## config.mk

```make
export PLATFORM = sky130hd
export DESIGN_NAME = buck_gate_ctrl
export DESIGN_NICKNAME = d
export VERILOG_FILES = /design/src/rtl/bgc_pkg.sv /design/src/rtl/bgc_sync.sv /design/src/rtl/bgc_fsm.sv /design/src/rtl/buck_gate_ctrl.sv
export SDC_FILE = /design/constraint.sdc
export NUM_CORES = 1
export LEC_CHECK = 0
export BUFFER_PORTS_ARGS = -buffer_cell sky130_fd_sc_hd__buf_4
export CAP_MARGIN = 10
export CORE_ASPECT_RATIO = 1.75
export CORE_MARGIN = 5
export CORE_UTILIZATION = 53
export CTS_BUF_LIST = sky130_fd_sc_hd__clkbuf_2
export DETAILED_ROUTE_END_ITERATION = 7
export PLACE_DENSITY = 0.77
export SETUP_SLACK_MARGIN = 0.2
export SYNTH_ARGS = -nofsm -noshare
export SYNTH_HDL_FRONTEND = slang
export SYNTH_SLANG_ARGS = --single-unit
```

## constraint.sdc

```tcl
create_clock -name clk -period 2.13 [get_ports clk]
set_input_delay 0.1065 -clock clk [delete_from_list [all_inputs] [get_ports clk]]
set_output_delay 0.1065 -clock clk [all_outputs]
set_load 0.005 [all_outputs]
```

## src/rtl/bgc_pkg.sv

```systemverilog
package bgc_pkg;

  // bit positions inside the synchronized input vector
  localparam int IDX_UV = 4;
  localparam int IDX_OC = 3;
  localparam int IDX_ZC = 2;
  localparam int IDX_HA = 1;
  localparam int IDX_LA = 0;
  localparam int NUM_IN = 5;

  // rest levels: only the low-side acknowledge is high
  localparam logic [NUM_IN-1:0] IN_REST = 5'b00001;

  typedef enum logic [3:0] {
    ST_REST,      // low side on, waiting for a charge request
    ST_LS_OPEN,   // low side released, waiting for its ack to drop
    ST_GAP_UP,    // dead time before high side
    ST_WAIT_UV,   // zc-first path: low side off, uv still missing
    ST_HS_CLOSE,  // high side commanded, waiting for its ack
    ST_CHARGE,    // high side conducting, waiting for uv release
    ST_WAIT_OC,   // uv released, waiting for over-current
    ST_HS_OPEN,   // high side released, waiting for its ack to drop
    ST_GAP_DN,    // dead time before low side
    ST_LS_CLOSE,  // low side commanded, waiting for its ack
    ST_DRAIN      // low side conducting, waiting for oc release
  } ctrl_state_e;

  typedef enum logic [1:0] {
    PATH_NONE  = 2'd0,
    PATH_UV    = 2'd1,
    PATH_UV_ZC = 2'd2,
    PATH_ZC_UV = 2'd3
  } chg_path_e;

endpackage

```

## src/rtl/bgc_sync.sv

```systemverilog
module bgc_sync #(
  parameter int W = 5,
  parameter int STAGES = 2,
  parameter logic [W-1:0] RST_VAL = '0
) (
  input  logic         clk,
  input  logic         rst,
  input  logic [W-1:0] din,
  output logic [W-1:0] lvl,
  output logic [W-1:0] rise,
  output logic [W-1:0] fall
);

  // STAGES synchronizer flops plus one history flop for edge detection
  localparam int LAST = STAGES;

  logic [W-1:0] chain [0:LAST];

  always_ff @(posedge clk) begin
    if (rst) begin
      for (int i = 0; i <= LAST; i++) chain[i] <= RST_VAL;
    end else begin
      chain[0] <= din;
      for (int i = 1; i <= LAST; i++) chain[i] <= chain[i-1];
    end
  end

  assign lvl  = chain[LAST-1];
  assign rise = chain[LAST-1] & ~chain[LAST];
  assign fall = ~chain[LAST-1] & chain[LAST];

endmodule

```

## src/rtl/bgc_fsm.sv

```systemverilog
module bgc_fsm
  import bgc_pkg::*;
#(
  parameter int DEAD_CYCLES = 1
) (
  input  logic              clk,
  input  logic              rst,
  input  logic [NUM_IN-1:0] lvl,
  input  logic [NUM_IN-1:0] rise,
  input  logic [NUM_IN-1:0] fall,
  output logic              hs_en,
  output logic              ls_en,
  output logic              err,
  output logic [1:0]        path
);

  localparam int CW = (DEAD_CYCLES > 1) ? $clog2(DEAD_CYCLES) : 1;
  localparam logic [CW-1:0] CNT_LOAD = CW'(DEAD_CYCLES - 1);

  ctrl_state_e st_q, st_n;
  chg_path_e   path_q, path_n;
  logic        hs_q, hs_n, ls_q, ls_n, err_q, err_n;
  logic        used_q, used_n;
  logic [CW-1:0] cnt_q, cnt_n;
  logic        bad;
  logic        uv_phase, oc_phase;

  always_comb begin
    uv_phase = (st_q == ST_LS_OPEN) || (st_q == ST_GAP_UP) || (st_q == ST_WAIT_UV) ||
               (st_q == ST_HS_CLOSE) || (st_q == ST_CHARGE);
    oc_phase = (st_q == ST_WAIT_OC) || (st_q == ST_HS_OPEN) || (st_q == ST_GAP_DN) ||
               (st_q == ST_LS_CLOSE) || (st_q == ST_DRAIN);
  end

  always_comb begin
    st_n   = st_q;
    path_n = path_q;
    hs_n   = hs_q;
    ls_n   = ls_q;
    err_n  = err_q;
    used_n = used_q;
    cnt_n  = cnt_q;
    bad    = 1'b0;

    // an acknowledge may only move when the matching command is pending
    if (rise[IDX_HA] && st_q != ST_HS_CLOSE) bad = 1'b1;
    if (fall[IDX_HA] && st_q != ST_HS_OPEN)  bad = 1'b1;
    if (fall[IDX_LA] && st_q != ST_LS_OPEN)  bad = 1'b1;
    if (rise[IDX_LA] && st_q != ST_LS_CLOSE) bad = 1'b1;
    if (lvl[IDX_UV] && lvl[IDX_OC])          bad = 1'b1;

    if (uv_phase) begin
      if (rise[IDX_OC]) bad = 1'b1;
      if (rise[IDX_ZC]) begin
        if (used_q) bad = 1'b1;
        used_n = 1'b1;
        if (path_q == PATH_UV) path_n = PATH_UV_ZC;
      end
      if (fall[IDX_UV] && st_q != ST_CHARGE) bad = 1'b1;
    end

    if (oc_phase) begin
      if (rise[IDX_UV] || rise[IDX_ZC] || fall[IDX_ZC]) bad = 1'b1;
      if (fall[IDX_OC] && st_q != ST_DRAIN) bad = 1'b1;
    end

    unique case (st_q)
      ST_REST: begin
        if (rise[IDX_OC]) begin
          bad = 1'b1;
        end else if (lvl[IDX_UV] || lvl[IDX_ZC]) begin
          st_n   = ST_LS_OPEN;
          ls_n   = 1'b0;
          used_n = lvl[IDX_ZC];
          if (!lvl[IDX_UV])     path_n = PATH_ZC_UV;
          else if (lvl[IDX_ZC]) path_n = PATH_UV_ZC;
          else                  path_n = PATH_UV;
        end
      end
      ST_LS_OPEN: begin
        if (fall[IDX_LA]) begin
          st_n  = ST_GAP_UP;
          cnt_n = CNT_LOAD;
        end
      end
      ST_GAP_UP: begin
        if (cnt_q != '0) begin
          cnt_n = cnt_q - 1'b1;
        end else if (lvl[IDX_UV]) begin
          st_n = ST_HS_CLOSE;
          hs_n = 1'b1;
        end else begin
          st_n = ST_WAIT_UV;
        end
      end
      ST_WAIT_UV: begin
        if (rise[IDX_UV]) begin
          st_n = ST_HS_CLOSE;
          hs_n = 1'b1;
        end
      end
      ST_HS_CLOSE: begin
        if (rise[IDX_HA]) st_n = ST_CHARGE;
      end
      ST_CHARGE: begin
        if (fall[IDX_UV]) begin
          if (lvl[IDX_ZC]) begin
            bad = 1'b1;
          end else begin
            st_n   = ST_WAIT_OC;
            path_n = PATH_NONE;
            used_n = 1'b0;
          end
        end
      end
      ST_WAIT_OC: begin
        if (rise[IDX_OC]) begin
          st_n = ST_HS_OPEN;
          hs_n = 1'b0;
        end
      end
      ST_HS_OPEN: begin
        if (fall[IDX_HA]) begin
          st_n  = ST_GAP_DN;
          cnt_n = CNT_LOAD;
        end
      end
      ST_GAP_DN: begin
        if (cnt_q != '0) begin
          cnt_n = cnt_q - 1'b1;
        end else begin
          st_n = ST_LS_CLOSE;
          ls_n = 1'b1;
        end
      end
      ST_LS_CLOSE: begin
        if (rise[IDX_LA]) st_n = ST_DRAIN;
      end
      ST_DRAIN: begin
        if (fall[IDX_OC]) st_n = ST_REST;
      end
      default: st_n = ST_REST;
    endcase

    // an error, new or old, freezes everything
    if (bad || err_q) begin
      st_n   = st_q;
      path_n = path_q;
      hs_n   = hs_q;
      ls_n   = ls_q;
      used_n = used_q;
      cnt_n  = cnt_q;
      err_n  = 1'b1;
    end
  end

  always_ff @(posedge clk) begin
    if (rst) begin
      st_q   <= ST_REST;
      path_q <= PATH_NONE;
      hs_q   <= 1'b0;
      ls_q   <= 1'b1;
      err_q  <= 1'b0;
      used_q <= 1'b0;
      cnt_q  <= '0;
    end else begin
      st_q   <= st_n;
      path_q <= path_n;
      hs_q   <= hs_n;
      ls_q   <= ls_n;
      err_q  <= err_n;
      used_q <= used_n;
      cnt_q  <= cnt_n;
    end
  end

  assign hs_en = hs_q;
  assign ls_en = ls_q;
  assign err   = err_q;
  assign path  = path_q;

endmodule

```

## src/rtl/buck_gate_ctrl.sv

```systemverilog
module buck_gate_ctrl
  import bgc_pkg::*;
#(
  parameter int SYNC_STAGES = 2,
  parameter int DEAD_CYCLES = 1
) (
  input  logic       clk,
  input  logic       rst,
  input  logic       undervolt,
  input  logic       overcur,
  input  logic       zerox,
  input  logic       hs_ack,
  input  logic       ls_ack,
  output logic       hs_en,
  output logic       ls_en,
  output logic       err,
  output logic [6:0] dbg_state,
  output logic [1:0] dbg_path
);

  logic [NUM_IN-1:0] raw, lvl, rise, fall;

  assign raw = {undervolt, overcur, zerox, hs_ack, ls_ack};

  bgc_sync #(
    .W(NUM_IN),
    .STAGES(SYNC_STAGES),
    .RST_VAL(IN_REST)
  ) u_sync (
    .clk(clk),
    .rst(rst),
    .din(raw),
    .lvl(lvl),
    .rise(rise),
    .fall(fall)
  );

  bgc_fsm #(
    .DEAD_CYCLES(DEAD_CYCLES)
  ) u_fsm (
    .clk(clk),
    .rst(rst),
    .lvl(lvl),
    .rise(rise),
    .fall(fall),
    .hs_en(hs_en),
    .ls_en(ls_en),
    .err(err),
    .path(dbg_path)
  );

  assign dbg_state = {lvl, hs_en, ls_en};

endmodule

```

# Word level (Yosys, flattened, before mapping)
# Memories as Yosys holds them, arrays and structs flattened.
# Cells that the tools add are included.
[op_classes] mux=68 n_eq_ne=31 bitwise_logic=8 addsub=1 reduce_logical=28
[op_table] op="4-bit 2-to-1 mux" n=13
[op_table] op="4-bit one-hot mux with 11 select lines" n=1
[op_table] op="1-bit 2-to-1 mux" n=35
[op_table] op="2-bit 2-to-1 mux" n=9
[op_table] op="2-bit by 1-bit != test with 1-bit output, second input constant" n=9
[op_table] op="4-bit by 3-bit == test with 1-bit output, second input constant" n=4
[op_table] op="5-bit 2-to-1 mux" n=3
[op_table] op="14-bit AND reduction" n=1
[op_table] op="4-bit == test, second input constant" n=3
[op_table] op="1-bit logical OR" n=12
[op_table] op="4-bit by 3-bit != test with 1-bit output, second input constant" n=3
[op_table] op="5-bit AND" n=2
[op_table] op="2-bit != test, second input constant" n=5
[op_table] op="5-bit NOT" n=2
[op_table] op="4-bit by 2-bit == test with 1-bit output, second input constant" n=2
[op_table] op="4-bit != test, second input constant" n=2
[op_table] op="1-bit logical AND" n=7
[op_table] op="1-bit one-hot mux with 2 select lines" n=3
[op_table] op="1-bit one-hot mux with 3 select lines" n=2
[op_table] op="6-bit AND reduction" n=1
[op_table] op="3-bit nonzero test" n=2
[op_table] op="5-bit AND reduction" n=1
[op_table] op="4-bit by 1-bit == test with 1-bit output, second input constant" n=1
[op_table] op="4-bit logical NOT" n=1
[op_table] op="10 further kinds" n=12
[totals] memories=1 ramBits=15 elab_cells=144 ff_bits=11
[mem_list] name="u_sync.chain" words=3 width=5 read_ports=3 rd_ports_with_merged_regs=0 wr=3 line="bgc_sync.sv:17" text="logic [W-1:0] chain [0:LAST];"

# Depth between registers and ports, before layout
# Gate-level depths: netlist of run 1.
# An unclocked memory read counts as a cell.
[logic_depth] word_depth=23 depth_mapped=9 ltp_nobuf=6

# Modules after synthesis
# From an unflattened synthesis of run 1, not the netlist that was laid out.
[hier_totals] cells_unflattened=163 hier_area_um2=1402.6
[modules_own_cells] mod="bgc_fsm" n_inst=1 area_per_inst_um2=877.1 cells_each=115 seq_area_each_um2=200.2
[modules_own_cells] mod="bgc_sync" n_inst=1 area_per_inst_um2=510.5 cells_each=46 seq_area_each_um2=300.3
[modules_own_cells] mod="buck_gate_ctrl" n_inst=1 area_per_inst_um2=15.0 cells_each=2 seq_area_each_um2=0.0

# Least setup slack after synthesis of run 1
# OpenSTA, ideal clock, no wires.
[synth_timing] kind="reg-to-reg" startpoint="register u_fsm.st_q[0]" endpoint="register u_fsm.ls_q, in the netlist u_fsm.ls_en" synth_period_minus_slack_ns=2.002 arrival_ns=1.880 path_buffers=2 slack_ns=0.128 setup_time_ns=0.122 path_stages_with_launch=9 cell_sequence="dfxtp_1 -> buf_6 -> nor4b_4 -> o22ai_1 -> a2111oi_2 -> and4_1 -> buf_6 -> a31oi_1 -> a311o_1"
[synth_between] elab_chain_cells=21 elab_cells_between_ends=56 cone_classes="19 x eq/ne; 18 x mux; 1 x bitwise; 18 x reduce/logical"
[synth_lines] element="start, declared" line="bgc_fsm.sv:20" text="ctrl_state_e st_q, st_n;"
[synth_lines] element="start signal, assigned" line="bgc_fsm.sv:167" text="st_q <= st_n;"
[synth_lines] element="4-bit by 3-bit != test with 1-bit output" line="bgc_fsm.sv:46" text="if (rise[IDX_HA] && st_q != ST_HS_CLOSE) bad = 1'b1;"
[synth_lines] element="1-bit logical AND" line="bgc_fsm.sv:46"
[synth_lines] element="1-bit 2-to-1 mux" line="bgc_fsm.sv:46"
[synth_lines] element="1-bit 2-to-1 mux" line="bgc_fsm.sv:47" text="if (fall[IDX_HA] && st_q != ST_HS_OPEN) bad = 1'b1;"
[synth_lines] element="1-bit 2-to-1 mux" line="bgc_fsm.sv:48" text="if (fall[IDX_LA] && st_q != ST_LS_OPEN) bad = 1'b1;"
[synth_lines] element="1-bit 2-to-1 mux" line="bgc_fsm.sv:49" text="if (rise[IDX_LA] && st_q != ST_LS_CLOSE) bad = 1'b1;"
[synth_lines] element="1-bit 2-to-1 mux" line="bgc_fsm.sv:50" text="if (lvl[IDX_UV] && lvl[IDX_OC]) bad = 1'b1;"
[synth_lines] element="1-bit 2-to-1 mux" line="bgc_fsm.sv:53" text="if (rise[IDX_OC]) bad = 1'b1;"
[synth_lines] element="[5 not listed]"
[synth_lines] element="1-bit 2-to-1 mux" line="bgc_fsm.sv:64" text="if (fall[IDX_OC] && st_q != ST_DRAIN) bad = 1'b1;"
[synth_lines] element="1-bit 2-to-1 mux" line="bgc_fsm.sv:62" text="if (oc_phase) begin"
[synth_lines] element="1-bit 2-to-1 mux" line="bgc_fsm.sv:107" text="if (lvl[IDX_ZC]) begin"
[synth_lines] element="1-bit 2-to-1 mux" line="bgc_fsm.sv:106" text="if (fall[IDX_UV]) begin"
[synth_lines] element="1-bit one-hot mux with 2 select lines" line="bgc_fsm.sv:67" text="unique case (st_q)"
[synth_lines] element="1-bit logical OR" line="bgc_fsm.sv:146" text="if (bad || err_q) begin"
[synth_lines] element="1-bit NOT (no source line)"
[synth_lines] element="5-bit AND reduction (no source line)"
[synth_lines] element="end signal, assigned" line="bgc_fsm.sv:170" text="ls_q <= ls_n;"
[synth_lines] element="end, declared" line="bgc_fsm.sv:22" text="logic hs_q, hs_n, ls_q, ls_n, err_q, err_n;"
# Parallel ways exist; a longest one is shown, timed or not.
# A chain may end at the register's enable or synchronous reset.

# Final worst setup path of run 1
[layout_timing] startpoint="register u_fsm.st_q[3]" endpoint="register u_fsm.used_q"
[layout_between] elab_chain_cells=19 elab_cells_between_ends=55 cone_classes="16 x eq/ne; 23 x mux; 16 x reduce/logical"
[layout_lines] element="4-bit by 3-bit != test with 1-bit output" line="bgc_fsm.sv:46"
[layout_lines] element="1-bit logical AND" line="bgc_fsm.sv:46"
[layout_lines] element="1-bit 2-to-1 mux" line="bgc_fsm.sv:46"
[layout_lines] element="1-bit 2-to-1 mux" line="bgc_fsm.sv:47"
[layout_lines] element="1-bit 2-to-1 mux" line="bgc_fsm.sv:48"
[layout_lines] element="1-bit 2-to-1 mux" line="bgc_fsm.sv:49"
[layout_lines] element="1-bit 2-to-1 mux" line="bgc_fsm.sv:50"
[layout_lines] element="1-bit 2-to-1 mux" line="bgc_fsm.sv:53"
[layout_lines] element="[3 not listed]"
[layout_lines] element="1-bit 2-to-1 mux" line="bgc_fsm.sv:52" text="if (uv_phase) begin"
[layout_lines] element="1-bit 2-to-1 mux" line="bgc_fsm.sv:63" text="if (rise[IDX_UV] || rise[IDX_ZC] || fall[IDX_ZC]) bad = 1'b1;"
[layout_lines] element="1-bit 2-to-1 mux" line="bgc_fsm.sv:64"
[layout_lines] element="1-bit 2-to-1 mux" line="bgc_fsm.sv:62"
[layout_lines] element="1-bit 2-to-1 mux" line="bgc_fsm.sv:107"
[layout_lines] element="1-bit 2-to-1 mux" line="bgc_fsm.sv:106"
[layout_lines] element="1-bit one-hot mux with 2 select lines" line="bgc_fsm.sv:67"
[layout_lines] element="1-bit logical OR" line="bgc_fsm.sv:146"
[layout_lines] element="end signal, assigned" line="bgc_fsm.sv:172" text="used_q <= used_n;"
[layout_lines] element="end, declared" line="bgc_fsm.sv:23" text="logic used_q, used_n;"
# Parallel ways exist; a longest one is shown, timed or not.

==> results of run 1 <==
## stage by stage
step	instance area [µm²]	instances	util	setup slack, ps
2_1_floorplan	1418	166	-	211.9
3_3_place_gp	1619	214	0.6419	42.99
3_5_place_dp	1619	214	0.6419	-27.28
4_1_cts	1798	228	0.7128	161.5
5_1_grt	1879	232	0.7450	58.08
6_report	1879	232	0.7450	164.1
## power by group through the flow
| stage | clock network (mW) | registers [mW] | logic [mW] |
|---|---|---|---|
| floorplan | 0 | 0.533 | 0.293 |
| global placement | 0 | 0.543 | 0.426 |
| detailed placement | 0 | 0.546 | 0.425 |
| CTS | 0.192 | 0.540 | 0.488 |
| global route | 0.214 | 0.544 | 0.601 |
| finish | 0.187 | 0.539 | 0.559 |
## cells in the final DEF (no fill, tap or decap), drive strengths merged, types with 6 or more instances in the layout
cell,netlist,routed
inv,7,7
nor2b,17,17
buf,13,48
dfxtp,25,25
nand2,9,9
nor2,9,9
a21oi,11,11
o21ai,6,6
## worst min-delay path by stage
| stage | to | slack (ps) | startpoint | cells past startpoint |
|---|---|---|---|---|
| after floorplan | u_sync.chain[0][12] | 180 | rst | 1 |
| after global placement | u_sync.chain[0][0] | 290 | ls_ack | 2 |
| after detailed placement | u_sync.chain[0][0] | 300 | ls_ack | 2 |
| after CTS | u_fsm.st_q[0] | 80 | rst | 2 |
| after global routing | u_sync.chain[0][11] | 90 | rst | 2 |
| final | u_fsm.st_q[0] | 80 | rst | 2 |
## synth_stat cells (all sizes together), types with 5 or more instances
master / n
a21oi: 11
a31oi: 5
buf: 13
clkbuf: 5
dfxtp: 25
inv: 7
nand2: 9
nand2b: 5
nand3: 5
nor2: 9
nor2b: 17
o21ai: 6
## registers in the layout (all words and copies together) (netlist names)
| name | cells |
|---|---|
| u_fsm.st_q | 4 |
| u_fsm.err | 1 |
| u_fsm.used_q | 1 |
| u_fsm.path | 2 |
| u_fsm.hs_en | 1 |
| u_fsm.ls_en | 1 |
| u_sync.chain | 15 |
## timing repair
action | in CTS | in global routing
pin swaps | 9 | 9
setup buffers | 5 | 4
hold buffers | 5 | 0
hold endpoints to repair | 5 | 0
resized for setup | 21 | 12
setup endpoints to repair | 10 | 9
## cells by family after synthesis
kind of cell	Yosys count	share of synthesized area
xor gates and xnor gates	3	0.01859
DFF	25	0.3540
AOI/OAI and AO/OA	38	0.1903
and+or+nand+nor	75	0.3274
buffers and inverters	25	0.1097
## layer usage
| metal | vias to the layer above | wire length [µm] |
|---|---|---|
| met5 | - | 0 |
| met4 | 0 | 122 |
| met3 | 14 | 180 |
| met2 | 61 | 2298 |
| met1 | 680 | 1513 |
| li1 | 666 | - |
## final cells by class
type | count | area, µm² | area share
Sequential cell | 25 | 515.5 | 0.2743
Tap cell | 26 | 32.53 | 0.01731
Inverter | 7 | 26.28 | 0.01398
Clock inverter | 1 | 7.507 | 0.003995
Clock buffer | 3 | 15.01 | 0.007989
Timing Repair Buffer | 54 | 430.4 | 0.2290
Multi-Input combinational cell | 116 | 852.1 | 0.4534
==> out/qor.yml, run 1 <==
synth_flop_cell: "dfxtp_1"
grt.total_usage: 0.2168
met2_usage: 0.4306
worstSetupPathType: "register to register"
cts_tree: "yes"
hold_path.class: "primary input to register"
cp_common_cell: "buf_6"
diodes: 0
grt_first_pass_wirelength_mm: 6.644
critPathMaxStageDelay_ps: 450
path_depth: 9
fillers: 196
pwr-share-comb: 0.435
nets: 214
status: "complete, no violations"
synth_area_leaders: "dfxtp_1 35%, nor2b_1 7.5%, buf_4 3.7%"
critPathLaunch: "u_fsm.st_q[3]"
cts_sinks: 25
setup_tns_ps: 0
switching_share: 0.3555
drt-total-wl_mm: 4.115
grt_max_degree: 27
timing.final.crit_share: 0.9229
worst_clock_skew_ps: 16.91
p_per_area_nw_per_um2: 683.6
syn_inst: 166
critPathCaptureType: "register"
synth-edff-count: 0
grt_pass1_vias: 1426
top_usage_layer: "met2"
io_buffers: 18
vdd_drop_max_uv: 574.9
clock_latency_ps: 360
r2r_slack_ps: 160
clk_pin_slew_ps: 240
initial_core_util: 0.5605
rows: 24
ys_seq_area_frac: 0.3540
tightest_slew_ps: 418.0
rr_startpoint: "u_fsm.st_q[3]"
hpwlAfterDp_mm: 2.905
r2r_end: "u_fsm.used_q"
dr.pass1.iters: 4
io_pins: 19
drc: 0
cp.required_ps: 2420
use_met3: 0.01515
num_vias: 1421
ys_ff_latch: 25
p_switching_mw: 0.4568
crit_slowest_cell: "dfxtp_4"
critical_path_buf_inv_count: 4
critPathTopFamily: "simple AND/OR/NAND/NOR gates"
power.internal_mw: 0.8280
synth_top_area_cell: "dfxtp_1"
grt.met1_usage: 0.2264
critPathArrivalTime_ps: 2260
clk_path_buf_depth: 2
worstPathCellList: "buf_6, buf_6, or3b_2, o21ai_2, nand2_1, and4_4, buf_6, buf_4, a211oi_2"
slew_viol_final: 0
async_flop_share: 0
holdWs_ps: 84.49
place.gp.congestion: 0.9220
fmax_mhz: 508.7
antenna_found_initial: 0
root_buffer: "clkbuf_2"
slew_headroom: 0.7207
cts_buffers: 3
clockPowerShare: 0.145
endpoint: "u_fsm.used_q"
critical_path_peak_fanout: 7
synth_fp_nets: 173
routedWlPerCell_um: 17.74
vias_per_cell: 6.125
yosysUniqueCellTypes: 45
die_h_um: 78.33
hold_violations: 0
ys_warn_count: 0
die_area_um2: 3841
syn_area_per_cell_um2: 8.517
finalSetupViolCount: 0
power_leakage_nw: 0.7777
rr_worst_depth: 9
die_x_um: 49.05
cts_max_level: 1
netlist_area_um2: 1414
gr-total-overflow: 0
seqPwrFrac: 0.420
rsz0062_at_grt: "true"
min_period_ps: 1966
drive_above_1_share: 0.4029
syn2layout_area_growth_pct: 32.92
cap_violations: 0
core-area_um2: 2522
synth_top_area_share: 0.3540
detail-route-antenna-nets: 0
power_mw: 1.285
drt_first_iter_violations: 94
startpoint_type: "register"
Note: power is estimated with default switching activity, not from simulation.
==> run 2: changes to the inputs <==
- CAP_MARGIN: 10 -> 20
- GPL_ROUTABILITY_DRIVEN: default -> 1
- SETUP_SLACK_MARGIN: 0.2 -> 0.15
==> run 2 against run 1 <==
  * Power increased by 1.1%
  * Critical path type unchanged
  * Clock power grew 11%
  * Global-route usage down 0.47 points
  * Sequential power barely moved
  * Clock skew shrank 2.5 ps
  * Highest routed layer unchanged
  * Count of clock-buffer cells in the layout stayed put
  * Largest cell class unchanged
==> out/qor.yml, run 2 (synthesis results as in run 1) <==
drc: 0
gr-total-overflow: 0
cts_max_level: 1
grt_first_pass_wirelength_mm: 6.555
grt_pass1_vias: 1454
timing.final.crit_share: 0.9857
critPathCaptureType: "register"
core-area_um2: 2522
worst_clock_skew_ps: 14.45
place.gp.congestion: 0.9226
die_x_um: 49.05
drive_above_1_share: 0.3645
slew_headroom: 0.7430
rsz0062_at_grt: "true"
root_buffer: "clkbuf_2"
final_common_cell: "buf_4"
p_per_area_nw_per_um2: 708.8
startpoint_type: "register"
antenna_found_initial: 0
clk_path_buf_depth: 2
routedWlPerCell_um: 17.17
finalSetupViolCount: 0
final_core_util: 0.7267
cts_buffers: 3
io_buffers: 18
cts_tree: "yes"
diodes: 0
die_h_um: 78.33
drt_first_iter_violations: 55
status: "complete, no violations"
worstSetupPathType: "register to register"
vdd_drop_max_uv: 563.5
final_cell_mix: "42 x buf_4, 21 x dfxtp_1, 17 x nor2b_1"
hold_path.class: "primary input to register"
critPathArrivalTime_ps: 2400
grt_max_degree: 27
tightest_slew_ps: 384.6
nets: 211
min_period_ps: 2100
initial_core_util: 0.5605
detail-route-antenna-nets: 0
io_pins: 19
syn2layout_area_growth_pct: 29.65
clk_pin_slew_ps: 260
hpwlAfterDp_mm: 2.960
fmax_mhz: 476.3
vias_per_cell: 5.956
slew_viol_final: 0
dr.pass1.iters: 6
cts_sinks: 25
cp.required_ps: 2430
die_area_um2: 3841
critical_path_peak_fanout: 7
crit_slowest_cell: "dfxtp_4"
worstPathCellList: "buf_12, nor4b_4, o22ai_2, a2111oi_4, and4_4, a31oi_1, a311o_1"
regMostFlops: "u_sync.chain"
hold_violations: 0
power_leakage_nw: 0.7642
clock_latency_ps: 380
holdWs_ps: 52.78
drt-total-wl_mm: 3.932
largest_register_ffs: 15
critPathMaxStageDelay_ps: 430
grt.total_usage: 0.2121
cap_violations: 0
rows: 24
num_vias: 1364
==> run 2: area by class of cell <==
| cell class | instances | area, µm² |
|---|---|---|
| timing repair buffer | 51 | 427.9 |
| tap | 26 | 32.53 |
| clock inverter | 1 | 8.758 |
| multi-input combinational | 116 | 809.5 |
| clock buffer | 3 | 15.01 |
| sequential | 25 | 513.0 |
| inverter | 7 | 26.28 |
| fill | 195 | 689.4 |
==> run 2: path summary, 6_finish.rpt <==
kind | start | to | slack, ps | cells past startpoint
max | u_fsm.st_q[0] | u_fsm.ls_en | 30 | 7
min reg2reg | u_sync.chain[0][3] | u_sync.chain[0][8] | 460 | 1
max reg2reg | u_fsm.st_q[0] | u_fsm.ls_en | 30 | 7
min | rst | u_fsm.st_q[0] | 50 | 2
==> run 2: per-layer routing <==
metal	global-route usage	vias up	routed length [µm]
li1	-	655	-
met1	0.2052	641	1408
met2	0.4215	52	2236
met3	0.02273	16	145
met4	0.1078	0	142
met5	0	-	0
==> run 2: report_power, final <==
group	total [mW]	switching, mW	internal (mW)
Clock	0.207	0.158	0.0491
Combinational	0.550	0.269	0.281
Sequential	0.542	0.0381	0.504
==> run 2: critical path, delay by kind of cell (launching register included) <==
kind	cells	cell delay, ps
compound gates	4	840
buf+inv	1	130
flops	1	430
simple gates	2	620
==> run 2: what timing repair did <==
action	in CTS	in global routing
hold buffers	5	0
buffers inserted	4	2
resized for setup	16	6
endpoints found under the setup margin	10	9
pin swaps	2	3
hold endpoints to repair	5	0
==> run 2: per-stage QoR <==
stage,std cells,instance area (µm²),TNS (ps),total power [mW],worst slack (ps)
after CTS,227,1799,0,1.263,52.99
after detailed placement,214,1643,-876.3,0.9896,-146.6
after global placement,214,1643,-213.7,0.9794,-72.33
after global routing,229,1833,-115.9,1.377,-55.27
after floorplan,166,1416,0,0.8258,178.6
final,229,1833,0,1.299,30.38
